===== config.mk =====
export PLATFORM = sky130hd
export DESIGN_NAME = victim_cache
export DESIGN_NICKNAME = d
export VERILOG_FILES = /design/src/rtl/vc_pkg.sv /design/src/rtl/vc_match.sv /design/src/rtl/vc_alloc.sv /design/src/rtl/victim_cache.sv
export SDC_FILE = /design/constraint.sdc
export NUM_CORES = 2
export LEC_CHECK = 0
export BUFFER_PORTS_ARGS = -buffer_cell sky130_fd_sc_hd__buf_4
export CAP_MARGIN = 20
export CORE_ASPECT_RATIO = 0.8
export CORE_UTILIZATION = 50
export CTS_CLUSTER_DIAMETER = 60
export DETAILED_ROUTE_END_ITERATION = 10
export GPL_ROUTABILITY_DRIVEN = 0
export PLACE_DENSITY = 0.78
export REMOVE_ABC_BUFFERS = 1
export SLEW_MARGIN = 20
export SYNTH_ARGS = -nofsm -noshare
export SYNTH_HDL_FRONTEND = slang
export SYNTH_HIERARCHICAL = 1
export SYNTH_SLANG_ARGS = --single-unit

===== constraint.sdc =====
create_clock -name clk -period 30.4 [get_ports clk]
set_clock_uncertainty 0.05 [all_clocks]
set_input_delay 6.08 -clock clk [delete_from_list [all_inputs] [get_ports clk]]
set_output_delay 6.08 -clock clk [all_outputs]
set_load 0.01 [all_outputs]

===== src/rtl/vc_pkg.sv =====
package vc_pkg;

    localparam int VC_MIN_ENTRIES = 4;
    localparam int VC_MAX_ENTRIES = 16;

    typedef enum logic [2:0] {
        VC_IDLE,
        VC_FLUSH,
        VC_FWD,
        VC_SWAP,
        VC_ALLOC
    } vc_act_e;

    // Priority order of the one action taken per cycle
    function automatic vc_act_e vc_decide(input logic flush,
                                          input logic fwd,
                                          input logic lk_hit,
                                          input logic ev);
        if (flush)       return VC_FLUSH;
        else if (fwd)    return VC_FWD;
        else if (lk_hit) return VC_SWAP;
        else if (ev)     return VC_ALLOC;
        else             return VC_IDLE;
    endfunction

endpackage


===== src/rtl/vc_match.sv =====
module vc_match #(
    parameter int N  = 8,
    parameter int AW = 22,
    localparam int IW = $clog2(N)
) (
    input  logic [N-1:0]  valid,
    input  logic [AW-1:0] tags [N],
    input  logic [AW-1:0] key,
    output logic          hit,
    output logic [IW-1:0] idx
);
    logic [N-1:0] hit_vec;

    for (genvar g = 0; g < N; g++) begin : g_cmp
        assign hit_vec[g] = valid[g] && (tags[g] == key);
    end

    assign hit = |hit_vec;

    always_comb begin
        idx = '0;
        for (int i = N - 1; i >= 0; i--) begin
            if (hit_vec[i]) idx = IW'(i);
        end
    end
endmodule


===== src/rtl/vc_alloc.sv =====
module vc_alloc #(
    parameter int N = 8,
    localparam int IW = $clog2(N)
) (
    input  logic          clk,
    input  logic          rst,
    input  logic          clear,
    input  logic [N-1:0]  valid,
    input  logic          take,
    output logic [IW-1:0] slot,
    output logic          full
);
    logic [IW-1:0] ptr_q;
    logic [IW-1:0] free_idx;

    assign full = &valid;

    always_comb begin
        free_idx = '0;
        for (int i = N - 1; i >= 0; i--) begin
            if (!valid[i]) free_idx = IW'(i);
        end
    end

    assign slot = full ? ptr_q : free_idx;

    always_ff @(posedge clk) begin
        if (rst || clear) begin
            ptr_q <= '0;
        end else if (take && full) begin
            ptr_q <= (ptr_q == IW'(N - 1)) ? '0 : ptr_q + 1'b1;
        end
    end
endmodule


===== src/rtl/victim_cache.sv =====
module victim_cache
    import vc_pkg::*;
#(
    parameter int ENTRIES = 8,
    parameter int BLK_W   = 22,
    parameter int DATA_W  = 128,
    localparam int IW = $clog2(ENTRIES)
) (
    input  logic              clk,
    input  logic              rst,
    input  logic              flush_i,
    input  logic              ev_valid_i,
    input  logic [BLK_W-1:0]  ev_blk_i,
    input  logic [DATA_W-1:0] ev_data_i,
    input  logic              lk_valid_i,
    input  logic [BLK_W-1:0]  lk_blk_i,
    output logic              rsp_valid_o,
    output logic              rsp_hit_o,
    output logic [DATA_W-1:0] rsp_data_o,
    output logic              fill_valid_o,
    output logic [BLK_W-1:0]  fill_blk_o,
    output logic [DATA_W-1:0] fill_data_o
);
    logic [ENTRIES-1:0] valid_q;
    logic [BLK_W-1:0]   tag_q  [ENTRIES];
    logic [DATA_W-1:0]  data_q [ENTRIES];

    logic          store_hit;
    logic [IW-1:0] hit_idx;
    logic [IW-1:0] alloc_slot;
    logic          buf_full;
    logic          fwd;
    logic          answered;
    vc_act_e       act;

    vc_match #(.N(ENTRIES), .AW(BLK_W)) u_match (
        .valid (valid_q),
        .tags  (tag_q),
        .key   (lk_blk_i),
        .hit   (store_hit),
        .idx   (hit_idx)
    );

    vc_alloc #(.N(ENTRIES)) u_alloc (
        .clk   (clk),
        .rst   (rst),
        .clear (act == VC_FLUSH),
        .valid (valid_q),
        .take  (act == VC_ALLOC),
        .slot  (alloc_slot),
        .full  (buf_full)
    );

    assign fwd      = lk_valid_i && ev_valid_i && (ev_blk_i == lk_blk_i);
    assign act      = vc_decide(flush_i, fwd, lk_valid_i && store_hit, ev_valid_i);
    assign answered = (act == VC_FWD) || (act == VC_SWAP);

    // Valid bits and response flags
    always_ff @(posedge clk) begin
        if (rst) begin
            valid_q      <= '0;
            rsp_valid_o  <= 1'b0;
            rsp_hit_o    <= 1'b0;
            fill_valid_o <= 1'b0;
        end else begin
            rsp_valid_o  <= lk_valid_i;
            rsp_hit_o    <= answered;
            fill_valid_o <= answered;
            case (act)
                VC_FLUSH: valid_q <= '0;
                VC_SWAP:  if (!ev_valid_i) valid_q[hit_idx] <= 1'b0;
                VC_ALLOC: valid_q[alloc_slot] <= 1'b1;
                default:  ;
            endcase
        end
    end

    // Line storage
    always_ff @(posedge clk) begin
        if (act == VC_SWAP && ev_valid_i) begin
            tag_q[hit_idx]  <= ev_blk_i;
            data_q[hit_idx] <= ev_data_i;
        end else if (act == VC_ALLOC) begin
            tag_q[alloc_slot]  <= ev_blk_i;
            data_q[alloc_slot] <= ev_data_i;
        end
    end

    // Response payload
    always_ff @(posedge clk) begin
        fill_blk_o <= lk_blk_i;
        if (act == VC_FWD) begin
            rsp_data_o  <= ev_data_i;
            fill_data_o <= ev_data_i;
        end else if (act == VC_SWAP) begin
            rsp_data_o  <= data_q[hit_idx];
            fill_data_o <= data_q[hit_idx];
        end else begin
            rsp_data_o  <= '0;
            fill_data_o <= '0;
        end
    end
endmodule


==> flow_summary_export.csv <==
group,metric,value,unit
run_status,status,"completed",
logic_synthesis,synth_cell_types,57,
sta,drv_slew,0,
die,ios,458,
logic_synthesis,synth_mux_area_frac,0.06344,
logic_synthesis,syn_area,53430,um2
cts,cts_tree,"done",
routing,wirelength,139100,um
routing,drt_iter0_markers,3898,
cts,clk_pin_slew,0.06,ns
logic_synthesis,synth-simple-area-share,0.04988,
layout,syn_to_final_growth,15.40,%
routing,wl_per_cell,27.65,um
logic_synthesis,ys_ff_latch,1363,
place,dp_hpwl,77750,um
cts,cts_hold_buffers,0,
power_and_ir_drop,p_per_area,61.71,nW/um2
cts,cts_buffers,134,
sta,hold_viol,0,
hold_path,min_path_type,"reg2reg",
grt,first_global_vias,29960,
cts,clk_latency,0.76,ns
sta,finalSetupViolCount,0,
place,portBuffers,457,
logic_synthesis,ys_warn_count,6,
logic_synthesis,synthAdderAreaFrac,0.0004684,
die,die_height,294.4,um
power_and_ir_drop,power.leakage,20.47,nW
sta,slew_headroom,0.2128,
worst_setup_path,required,30.71,ns
logic_synthesis,yosys.area_share.xor_xnor,0.03246,
worst_setup_path,worst_path_largest_cell_delay,0.62,ns
die,core_area,105200,um2
sta,rsz0062_at_grt,"no",
grt,antenna_found_initial,19,
die,die_area,108200,um2
sta,finalSetupTns,0,ns
power_and_ir_drop,max-vdd-ir-drop,0.00004298,V
logic_synthesis,synth_top_family_by_area,"compound AO/OA/AOI/OAI gates",
die,row_count,106,
cts,htree_levels,4,
sta,fmax,92.17,MHz
layout,layout.nets,3683,
grt,grt_usage,0.2548,
worst_setup_path,path_max_fanout,128,
sta,period_share,0.3569,
worst_setup_path,critPathKind,"in2reg",
worst_setup_path,endpoint_kind,"flip-flop",
die,die_w,367.5,um
routing,dr.pass1.iters,5,
logic_synthesis,ys.flop_type,"edfxtp_1",
job,drv_cap,0,
layout,drive_above_1_share,0.3149,
cts,clockBufferDepth,3,
routing,drc_errors,0,
sta,worstMarginPinSlew,1.181,ns
grt,grt_first_pass_wirelength,202100,um
die,initial_utilization,0.5080,
logic_synthesis,synth_compound_area_frac,0.08065,
logic_synthesis,ys_seq_area_frac,0.7355,
cts,post-cts-setup-buffers,0,
sta,worst_slack,19.55,ns
worst_setup_path,path_cells,"buf_4 > xnor2_1 > nand4_1 > nor4_1 > nand4_1 > o31ai_2 > nand3_1 > a31oi_4 > buf_12 > nor2b_1 > nand2_2 > buf_4 > mux2_2 > nor2_4 > buf_12",
logic_synthesis,synthCells,3189,
cts,clock_sinks,1363,
worst_setup_path,start_kind,"input port",
logic_synthesis,synth_edf_count,1200,
grt,grt_max_degree,129,
routing,vias_per_cell,6.100,
routing,vias,30690,
cts,cts.repair.resized,0,
cts,cts_root_buf,"clkbuf_16",
worst_setup_path,worst_ep_arrival_time,11.16,ns
routing,ant_nets,0,
logic_synthesis,syn_avg_cell_area,16.75,um2
logic_synthesis,async_flop_share,0,
grt,overflow,0,
worst_setup_path,cpMaxStageDelayCell,"a31oi_4",
place,pre_cts_ws,18.86,ns
sta,fin_crit,10.85,ns
layout,fill_cells,7677,
## cells in the mapped netlist, types with 3 or more instances
master | instances | area (um2)
a21oi_1 | 48 | 240.2
a22o_1 | 36 | 315.3
a22oi_1 | 7 | 52.55
and2_2 | 88 | 660.6
buf_1 | 18 | 67.56
buf_2 | 42 | 210.2
buf_4 | 133 | 998.5
buf_6 | 27 | 304.0
clkbuf_1 | 106 | 397.9
dfxtp_1 | 163 | 3263
edfxtp_1 | 1200 | 36030
inv_1 | 6 | 22.52
mux2_2 | 171 | 1926
mux2i_1 | 36 | 360.4
mux4_2 | 49 | 1104
nand2_1 | 50 | 187.7
nand2b_1 | 4 | 25.02
nand3_1 | 4 | 20.02
nand3b_1 | 5 | 37.54
nand4_1 | 36 | 225.2
nor2_1 | 82 | 307.8
nor2b_1 | 19 | 118.9
nor2b_2 | 77 | 674.4
nor3_1 | 13 | 65.06
nor4_1 | 25 | 156.4
nor4_2 | 3 | 37.54
o21ai_0 | 92 | 460.4
o221ai_1 | 111 | 972.2
o22a_1 | 4 | 35.03
o22ai_1 | 200 | 1251
o2bb2ai_1 | 100 | 875.8
or2_2 | 4 | 25.02
or3_1 | 5 | 31.28
xnor2_1 | 90 | 788.3
xor2_1 | 108 | 945.9
## sequential cells by signal, summed over array words and instances, names as in the netlist
register and cells:
rsp_valid_o 1, fill_valid_o 1, tag_q 176, u_alloc/ptr_q 3
fill_blk_o 22, fill_data_o 128, valid_q 8, data_q 1024
## placed cells by master, fill, tap and decap left out, types with 46 or more instances in the layout
cell type     n
edfxtp_1   1200
buf_4       502
o22ai_1     199
mux2_2      171
dfxtp_1     163
clkbuf_16   137
o221ai_1    111
xor2_1      108
o2bb2ai_1   100
o21ai_0      92
xnor2_1      90
and2_2       88
nor2b_2      77
nor2_1       68
mux4_2       49
a21oi_1      48
nand2_1      46
## per-layer routing
layer,vias to the layer above,wire length (um),track usage
met3,220,14640,0.05597
met1,15600,57310,0.3656
met5,-,98,0
met2,1834,63890,0.3900
met4,16,3194,0.07754
li1,13020,-,-
## metrics by stage
stage          instance area (um2)  cells  hold slack (ns)  utilization  total power (W)
3_5_place_dp                 57230   4771           0.4741       0.5442         0.002197
2_1_floorplan                51450   2862           0.4189            -         0.002131
6_report                     61660   5031           0.4858       0.5863         0.003805
4_1_cts                      61610   5020           0.4879       0.5858         0.003816
3_3_place_gp                 57220   4771           0.4535       0.5441         0.002194
5_1_grt                      61650   5027           0.5315       0.5862         0.003895
## power by group
part / internal [W] / switching [W]
sequential: 0.00205 / 0.00000441
clock: 0.000925 / 0.000721
combinational: 0.0000400 / 0.0000684
total: 0.00301 / 0.000794
## final timing paths
| kind | from | to | cells past startpoint | slack (ns) |
|---|---|---|---|---|
| setup / recovery | lk_blk_i[14] | data_q[6][57] | 15 | 19.55 |
| hold / removal | data_q[0][50] | fill_data_o[50] | 2 | 0.49 |
| setup reg to reg | tag_q[14] | data_q[6][57] | 14 | 24.68 |
| hold reg to reg | data_q[0][50] | fill_data_o[50] | 2 | 0.49 |
## kinds of logic after synthesis
logic type	Yosys count
AND/OR/NAND/NOR	425
AO/OA/AOI/OAI	611
buffers and inverters	334
flip-flops	1363
XOR/XNOR	198
adder cells (fa/ha/maj)	2
multiplexers	256
## layout make-up
class / count / area (um2) / share of cell area
Sequential cell: 1363 / 39300 / 0.6373
Multi-Input combinational cell: 1492 / 12320 / 0.1999
Timing Repair Buffer: 506 / 3856 / 0.06254
Clock buffer: 184 / 3735 / 0.06057
Tap cell: 1404 / 1757 / 0.02849
Clock inverter: 65 / 638.1 / 0.01035
Inverter: 7 / 27.53 / 0.0004464
Antenna cell: 10 / 25.02 / 0.0004058
## critical path, delay by kind of cell
family / cells / cell delay (ns)
compound gates: 2 / 0.73
xor+xnor: 1 / 0.23
buf+inv: 4 / 1.68
mux: 1 / 0.36
simple gates: 7 / 1.63
No activity file was read; power rests on OpenSTA's default activity.
